[src/rtl/mwram_pkg.sv]
`timescale 1ns/1ps
package mwram_pkg;

    localparam int FULL_BITS = 576;
    localparam int DATA_BITS = 512;

    typedef enum logic [1:0] {
        CFG_DATA   = 2'd0,
        CFG_PARITY = 2'd1,
        CFG_BAD    = 2'd2
    } cfg_mode_t;

    function automatic bit width_is_data(input int w);
        return (w == 1) || (w == 2) || (w == 4) || (w == 8) || (w == 16);
    endfunction

    function automatic bit width_is_par(input int w);
        return (w == 9) || (w == 18);
    endfunction

    function automatic cfg_mode_t mode_of(input int w, input int r);
        if (width_is_data(w) && width_is_data(r)) return CFG_DATA;
        if (width_is_par(w) && (w == r))          return CFG_PARITY;
        return CFG_BAD;
    endfunction

    function automatic bit pair_ok(input int w, input int r);
        return mode_of(w, r) != CFG_BAD;
    endfunction

    function automatic int array_bits(input int w, input int r);
        return (mode_of(w, r) == CFG_PARITY) ? FULL_BITS : DATA_BITS;
    endfunction

    function automatic int max_w(input int a, input int b);
        return (a > b) ? a : b;
    endfunction

endpackage

[src/rtl/mwram_wr_lane.sv]
`timescale 1ns/1ps
module mwram_wr_lane #(
    parameter int W    = 4,
    parameter int WIDE = 16,
    parameter int AW   = 7,
    parameter int IW   = 5
) (
    input  logic [AW-1:0]   addr,
    input  logic [W-1:0]    data,
    output logic [IW-1:0]   idx,
    output logic [WIDE-1:0] mask,
    output logic [WIDE-1:0] bits
);
    localparam int RATIO = WIDE / W;

    generate
        if (RATIO == 1) begin : g_full
            assign idx  = addr;
            assign mask = '1;
            assign bits = data;
        end else begin : g_slice
            localparam int SW = $clog2(RATIO);
            localparam logic [WIDE-1:0] LANE_ONES = WIDE'({W{1'b1}});
            logic [SW-1:0] sub;
            assign idx  = addr[AW-1:SW];
            assign sub  = addr[SW-1:0];
            assign mask = LANE_ONES << (int'(sub) * W);
            assign bits = WIDE'(data) << (int'(sub) * W);
        end
    endgenerate

endmodule

[src/rtl/mwram_store.sv]
`timescale 1ns/1ps
module mwram_store #(
    parameter int WIDE  = 16,
    parameter int DEPTH = 32,
    parameter int IW    = 5
) (
    input  logic            clk,
    input  logic            rst,
    input  logic            we,
    input  logic [IW-1:0]   widx,
    input  logic [WIDE-1:0] wmask,
    input  logic [WIDE-1:0] wbits,
    input  logic [IW-1:0]   ridx,
    output logic [WIDE-1:0] rword
);
    logic [WIDE-1:0] mem [DEPTH];
    logic [WIDE-1:0] cur_w;

    assign cur_w = mem[widx];
    assign rword = mem[ridx];

    always_ff @(posedge clk) begin
        if (we) begin
            mem[widx] <= (cur_w & ~wmask) | (wbits & wmask);
        end
    end

    AST_WR_SLICE_ONLY: assert property (@(posedge clk) disable iff (rst)
        we |=> (((mem[$past(widx)] ^ $past(cur_w)) & ~$past(wmask)) == '0));

    AST_WR_LANDS: assert property (@(posedge clk) disable iff (rst)
        we |=> ((mem[$past(widx)] & $past(wmask)) == ($past(wbits) & $past(wmask))));

    AST_WR_OFF_KEEPS: assert property (@(posedge clk) disable iff (rst)
        !we |=> (mem[$past(widx)] == $past(cur_w)));

endmodule

[src/rtl/mwram_rd_port.sv]
`timescale 1ns/1ps
module mwram_rd_port #(
    parameter int R    = 16,
    parameter int WIDE = 16,
    parameter int AW   = 5,
    parameter int IW   = 5
) (
    input  logic            clk,
    input  logic            rst,
    input  logic            re,
    input  logic [AW-1:0]   addr,
    output logic [IW-1:0]   idx,
    input  logic [WIDE-1:0] rword,
    output logic [R-1:0]    rdata
);
    localparam int RATIO = WIDE / R;

    logic [R-1:0] slice;

    generate
        if (RATIO == 1) begin : g_full
            assign idx   = addr;
            assign slice = rword;
        end else begin : g_slice
            localparam int SW = $clog2(RATIO);
            logic [SW-1:0] sub;
            assign idx   = addr[AW-1:SW];
            assign sub   = addr[SW-1:0];
            assign slice = rword[int'(sub) * R +: R];
        end
    endgenerate

    always_ff @(posedge clk) begin
        if (rst) begin
            rdata <= '0;
        end else if (re) begin
            rdata <= slice;
        end
    end

    AST_RST_ZERO: assert property (@(posedge clk)
        rst |=> (rdata == '0));

    AST_RD_HOLD: assert property (@(posedge clk) disable iff (rst)
        (!re && !$past(rst)) |=> $stable(rdata));

endmodule

[src/rtl/mwram.sv]
`timescale 1ns/1ps
module mwram
    import mwram_pkg::*;
#(
    parameter int WR_W = 4,
    parameter int RD_W = 16
) (
    input  logic                                                   clk,
    input  logic                                                   rst,
    input  logic                                                   wr_en,
    input  logic [$clog2(array_bits(WR_W, RD_W) / WR_W)-1:0]       wr_addr,
    input  logic [WR_W-1:0]                                        wr_data,
    input  logic                                                   rd_en,
    input  logic [$clog2(array_bits(WR_W, RD_W) / RD_W)-1:0]       rd_addr,
    output logic [RD_W-1:0]                                        rd_data
);
    localparam cfg_mode_t MODE  = mode_of(WR_W, RD_W);
    localparam int        TOT   = array_bits(WR_W, RD_W);
    localparam int        WIDE  = max_w(WR_W, RD_W);
    localparam int        DEPTH = TOT / WIDE;
    localparam int        IW    = $clog2(DEPTH);
    localparam int        WAW   = $clog2(TOT / WR_W);
    localparam int        RAW   = $clog2(TOT / RD_W);

    generate
        if (MODE == CFG_BAD) begin : g_bad_cfg
            $error("mwram: width pairing %0d/%0d is not allowed", WR_W, RD_W);
        end
    endgenerate

    logic [IW-1:0]   w_idx;
    logic [IW-1:0]   r_idx;
    logic [WIDE-1:0] w_mask;
    logic [WIDE-1:0] w_bits;
    logic [WIDE-1:0] r_word;

    mwram_wr_lane #(.W(WR_W), .WIDE(WIDE), .AW(WAW), .IW(IW)) u_wr_lane (
        .addr (wr_addr),
        .data (wr_data),
        .idx  (w_idx),
        .mask (w_mask),
        .bits (w_bits)
    );

    mwram_store #(.WIDE(WIDE), .DEPTH(DEPTH), .IW(IW)) u_store (
        .clk   (clk),
        .rst   (rst),
        .we    (wr_en),
        .widx  (w_idx),
        .wmask (w_mask),
        .wbits (w_bits),
        .ridx  (r_idx),
        .rword (r_word)
    );

    mwram_rd_port #(.R(RD_W), .WIDE(WIDE), .AW(RAW), .IW(IW)) u_rd_port (
        .clk   (clk),
        .rst   (rst),
        .re    (rd_en),
        .addr  (rd_addr),
        .idx   (r_idx),
        .rword (r_word),
        .rdata (rd_data)
    );

    AST_MASK_WIDTH: assert property (@(posedge clk) disable iff (rst)
        wr_en |-> ($countones(w_mask) == WR_W));

endmodule

[config.mk]
export PLATFORM = sky130hd
export DESIGN_NAME = mwram
export DESIGN_NICKNAME = d
export VERILOG_FILES = /design/src/rtl/mwram_pkg.sv /design/src/rtl/mwram_wr_lane.sv /design/src/rtl/mwram_store.sv /design/src/rtl/mwram_rd_port.sv /design/src/rtl/mwram.sv
export SDC_FILE = /design/constraint.sdc
export NUM_CORES = 1
export LEC_CHECK = 0
export ABC_AREA = 0
export BUFFER_PORTS_ARGS = -buffer_cell sky130_fd_sc_hd__buf_2
export CORE_ASPECT_RATIO = 1.2
export CORE_MARGIN = 2
export CORE_UTILIZATION = 30
export CTS_CLUSTER_SIZE = 24
export DETAILED_ROUTE_END_ITERATION = 8
export HOLD_SLACK_MARGIN = 0.15
export MAX_ROUTING_LAYER = met4
export PLACE_DENSITY = 0.57
export SLEW_MARGIN = 40
export SYNTH_ARGS = -nofsm -noshare
export SYNTH_HDL_FRONTEND = slang
export SYNTH_HIERARCHICAL = 1
export SYNTH_SLANG_ARGS = --single-unit
export TNS_END_PERCENT = 5
[constraint.sdc]
create_clock -name clk -period 2.96 [get_ports clk]
set_input_delay 0.444 -clock clk [delete_from_list [all_inputs] [get_ports clk]]
set_output_delay 0.444 -clock clk [all_outputs]
set_load 0.02 [all_outputs]
## Word level (Yosys, flattened, before mapping)

Memory sizes are Yosys's and may differ from the RTL's. A register that Yosys moved wholly into a read port is not among the register bits.
Cells that the tools add are included.

- Bits in latches: 0
- Memories kept: 1
- Input port bits: 20
- Memory bits (writable): 512
- Flip-flop bits (word level): 0
- Bits in read-only memories: 0
- Logic and storage cells: 9

- Bitwise operators: 4
- $mul: 0
- Equality and inequality tests: 0
- Muxes and demuxes: 2
- $add $sub $neg: 0
- $lt $le $gt $ge: 0
- Reductions and logical operators: 0
- Shift operators: 2
- Div/mod/pow operators: 0

Memory list:

| name | words | bits a word | read ports | clocked after Yosys merged registers in | wr ports | RTL line | source |
|---|---|---|---|---|---|---|---|
| u_store.mem | 32 | 16 | 2 | 1 | 1 | mwram_store.sv:16 | `logic [WIDE-1:0] mem [DEPTH];` |

Operator list:

| kind | count |
|---|---|
| AND 16 bit | 2 |
| inverter 16 bit | 1 |
| bitwise OR 16 bit | 1 |
| left shift 4 x 4 -> 16 bit | 1 |
| left shift 4 x 4 -> 16 bit (first input constant) | 1 |
| two-way mux 1 bit | 2 |

## Longest topological paths before layout

- Depth in word-level cells: 4
- Depth in mapped cells: 10

## By module

Netlist, hierarchy kept.

Modules (own cells, without submodules):

| module | cells an instance | times used | area an instance (um^2) | sequential area each (um^2) |
|---|---|---|---|---|
| mwram_store | 1207 | 1 | 23807.8 | 15374.7 |
| mwram_rd_port | 57 | 1 | 618.1 | 320.3 |
| mwram_wr_lane | 41 | 1 | 346.6 | 0.0 |

## Least setup slack after synthesis

No wires, ideal clock.

- Path type: input to register
- From: input port wr_addr[2]
- To: memory u_store.mem[0][13] (data pin)
- Library setup time: 0.396 ns
- Required time: 2.564 ns
- Arrival time: 2.743 ns
- Setup slack: -0.179 ns
- Stages on the path: 8
- Cells stage by stage: buf_4 -> buf_2 -> buf_6 -> or4b_1 -> o22ai_1 -> a311oi_1 -> and3_1 -> a32oi_1

- Word-level cells in the longest chain between the ends: 3

RTL lines:

| element | RTL line | source |
|---|---|---|
| from (decl) | mwram.sv:11 | `input logic [$clog2(array_bits(WR_W, RD_W) / WR_W)-1:0] wr_addr,` |
| memory (32 x 16 bit) | n/a |  |
| AND 16 bit | mwram_store.sv:24 | `mem[widx] <= (cur_w & ~wmask) \| (wbits & wmask);` |
| bitwise OR 16 bit | mwram_store.sv:24 |  |
| to (decl) | mwram_store.sv:16 |  |

Every way passes these cells.

==> metrics.md <==
| Metric | Value |
|---|---|
| Status | `finished clean` |
| Initial core utilization | `0.3026` |
| Seq cells post-synth | `528` |
| Worst Hold Class | `input pin to flip-flop` |
| Cell count after placement | `2454` |
| Leakage | `9.663 nW` |
| Post-Syn Area | `24770 µm²` |
| Crit path capture type | `flip-flop` |
| Hold Crit Depth | `2` |
| CTS tree | `yes` |
| GPL Wtd Cong | `0.8766` |
| Syn_nets | `1325` |
| Clock transition at path regs | `0.06 ns` |
| Hold path startpoint | `rst` |
| PortBufs | `35` |
| Setup TNS | `0 ns` |
| Drt wl/cell | `31.51 µm` |
| Die area | `84900 µm²` |
| Endpoints failing setup | `0` |
| FFs w/ async S/R, synth | `0` |
| Worst skew pair latency | `0.63 ns` |
| EDFF count, synth | `512` |
| I/O pins | `36` |
| RSZ-0062 raised after global routing | `false` |
| First-pass GRT wire length | `114300 µm` |
| Die Ht | `318.8 µm` |
| Largest net degree at the start of global routing | `37` |
| Routed wire length | `80420 µm` |
| Yosys cell types | `49` |
| Total GRT Usage | `0.1956` |
| Worst reg2reg path depth | `5` |
| Hold endpoint | `u_rd_port/rdata[10]` |
| Reg-to-reg endpoint | `u_store/mem[5][2]` |
| Critical path fanouts, max | `16` |
| Via density | `5.673` |
| Layout Cells excl Fill | `2552` |
| Final period util | `0.8837` |
| CTS max path bufs | `3` |
| Post-detail-place hpwl | `54450 µm` |
| R2r setup slk | `0.34 ns` |
| Cts hold-fix bufs | `0` |
| Setup repair bufs after CTS | `0` |
| Layout cell share with drive strength beyond 1 | `0.3789` |
| Worst Path Required | `3.30 ns` |
| Hold slack | `0.2080 ns` |
| Syn Inst Count | `1305` |
| Final clock skew | `0.03575 ns` |
| Synth Warn # | `6` |
| Worst Path Arrival | `2.96 ns` |
| Final worst-path setup slack | `0.3442 ns` |
| Synth-to-layout area growth | `17.77%` |
| H-tree levels | `2` |
| Commonest cells after routing, fill and taps aside | `512 x edfxtp_1, 225 x mux4_2, 152 x buf_4` |
| Leading cell type in the layout, fill and taps excluded | `edfxtp_1` |
| Worst slew margin | `0.4136` |
| Vias in the first global route | `15387` |
| Ys flop type | `edfxtp_1` |
| Fin. Hold Viols | `0` |
| Power Density | `589.8 nW/µm²` |
| Post-route ant nets | `0` |
| # DRC | `0` |
| ANT cells | `0` |
| Std-Cell Rows | `115` |
| Crit path time final | `2.616 ns` |
| Design Area, Final | `29180 µm²` |
| Die extent in x | `266.3 µm` |
| Drt first pass iters | `5` |
| Register area share after synthesis | `0.6336` |
| Via Count | `14478` |
| Max_cap viols | `0` |
| Startpoint Class | `flip-flop` |
| CTS Buf Count | `52` |
| Initial antenna violation count | `2` |
| Core area | `81870 µm²` |
| CTS root buffer | `clkbuf_16` |
| FMAX | `382.3 MHz` |
| Post_cts resized | `0` |
| R2r startpoint | `u_store/mem[11][2]` |
| Slew Viols, Final | `0` |
| Post-layout util | `0.3564` |
| Initial drt markers | `1406` |
| Worst slack at placement | `-0.1835 ns` |
| Overall power | `17.21 mW` |
| VDD IR max | `0.4755 mV` |
| Setup Crit Path Kind | `flip-flop to flip-flop` |
| Final Net Count | `1475` |
| Sink Count | `528` |
| DP Area | `27400 µm²` |
| Syn Area/Cell | `18.98 µm²` |
| Gr ovfl total | `0` |
| Worst-margin pin slew | `0.8773 ns` |
-- cell families (layout without fill, tap and decap cells) --
| logic type | after synthesis | in the layout | share of synthesized area |
|---|---|---|---|
| buffers and inverters | 133 | 327 | 0.03202 |
| multiplexers | 374 | 374 | 0.2650 |
| AO/OA/AOI/OAI | 133 | 133 | 0.03945 |
| flip-flops | 528 | 528 | 0.6336 |
| AND/OR/NAND/NOR | 137 | 137 | 0.02995 |
-- cell usage after synthesis, types with 2 or more instances --
cell type | number | area (µm²)
a2111oi_0 | 6 | 52.55
a211oi_1 | 11 | 82.58
a221oi_1 | 2 | 17.52
a22oi_1 | 38 | 285.3
a32oi_1 | 11 | 96.34
and2_1 | 2 | 12.51
and3_1 | 7 | 43.79
and3b_1 | 9 | 78.83
buf_1 | 11 | 41.29
buf_2 | 42 | 210.2
buf_4 | 30 | 225.2
buf_6 | 15 | 168.9
clkbuf_1 | 21 | 78.83
dfxtp_1 | 16 | 320.3
edfxtp_1 | 512 | 15370
inv_1 | 12 | 45.04
mux2_2 | 5 | 56.30
mux2i_1 | 144 | 1441
mux4_2 | 225 | 5067
nand2_1 | 14 | 52.55
nand2b_1 | 3 | 18.77
nand3_1 | 5 | 25.02
nand3b_1 | 2 | 15.01
nand4_1 | 8 | 50.05
nand4b_1 | 2 | 17.52
nand4bb_1 | 2 | 22.52
nor2_1 | 60 | 225.2
nor2b_1 | 2 | 12.51
nor2b_2 | 2 | 17.52
nor3_1 | 3 | 15.01
nor3b_2 | 4 | 50.05
nor4_1 | 2 | 12.51
o21a_1 | 16 | 120.1
o221ai_1 | 4 | 35.03
o22ai_1 | 39 | 244.0
or2_2 | 3 | 18.77
or3_1 | 2 | 12.51
or4b_1 | 2 | 20.02
-- sequential cells by signal (all words and copies together), names as in the netlist --
register	cells
u_store/mem	512
u_rd_port/rdata	16
-- area by class of cell --
cell class | instances | area (µm²)
Timing Repair Buffer | 216 | 1944
Multi-Input combinational cell | 644 | 8394
Sequential cell | 528 | 15700
Fill cell | 7579 | 52700
Tap cell | 1053 | 1318
Clock buffer | 60 | 1331
Inverter | 13 | 48.80
Clock inverter | 38 | 444.2
-- critical path: stages, from the launching register on --
cell and delay, ns:
edfxtp_1 0.38, mux4_2 0.47, a2111oi_1 0.83, buf_4 0.23, a32oi_1 0.18, buf_4 0.25
-- routing by layer --
metal  global-route usage  share of wire  routed length (µm)
met1               0.2290           0.37               29710
met2               0.3306           0.51               41220
met3              0.02857          0.062                4980
met4              0.09276          0.056                4508
met5                    -              0                   0
-- how the worst max path moves through the flow --
stage                       start  slack [ns]  depth (start not counted)                  to
5_1_grt         u_store/mem[9][2]        0.29                          5   u_store/mem[5][2]
6_report       u_store/mem[11][2]        0.34                          5   u_store/mem[5][2]
3_3_place_gp           wr_addr[3]       -0.46                          7  u_store/mem[24][2]
4_1_cts        u_store/mem[11][2]        0.41                          5   u_store/mem[5][2]
2_1_floorplan          wr_addr[2]       -0.16                          9   u_store/mem[0][3]
3_5_place_dp           wr_addr[2]       -0.18                          7  u_store/mem[25][2]
-- report_power, final --
part | total, mW | switching, mW | internal [mW]
Sequential | 8.50 | 0.0351 | 8.47
Combinational | 1.77 | 1.06 | 0.716
Clock | 6.93 | 2.91 | 4.02
Total | 17.2 | 4.00 | 13.2
Power figures use the tool's default switching activity.
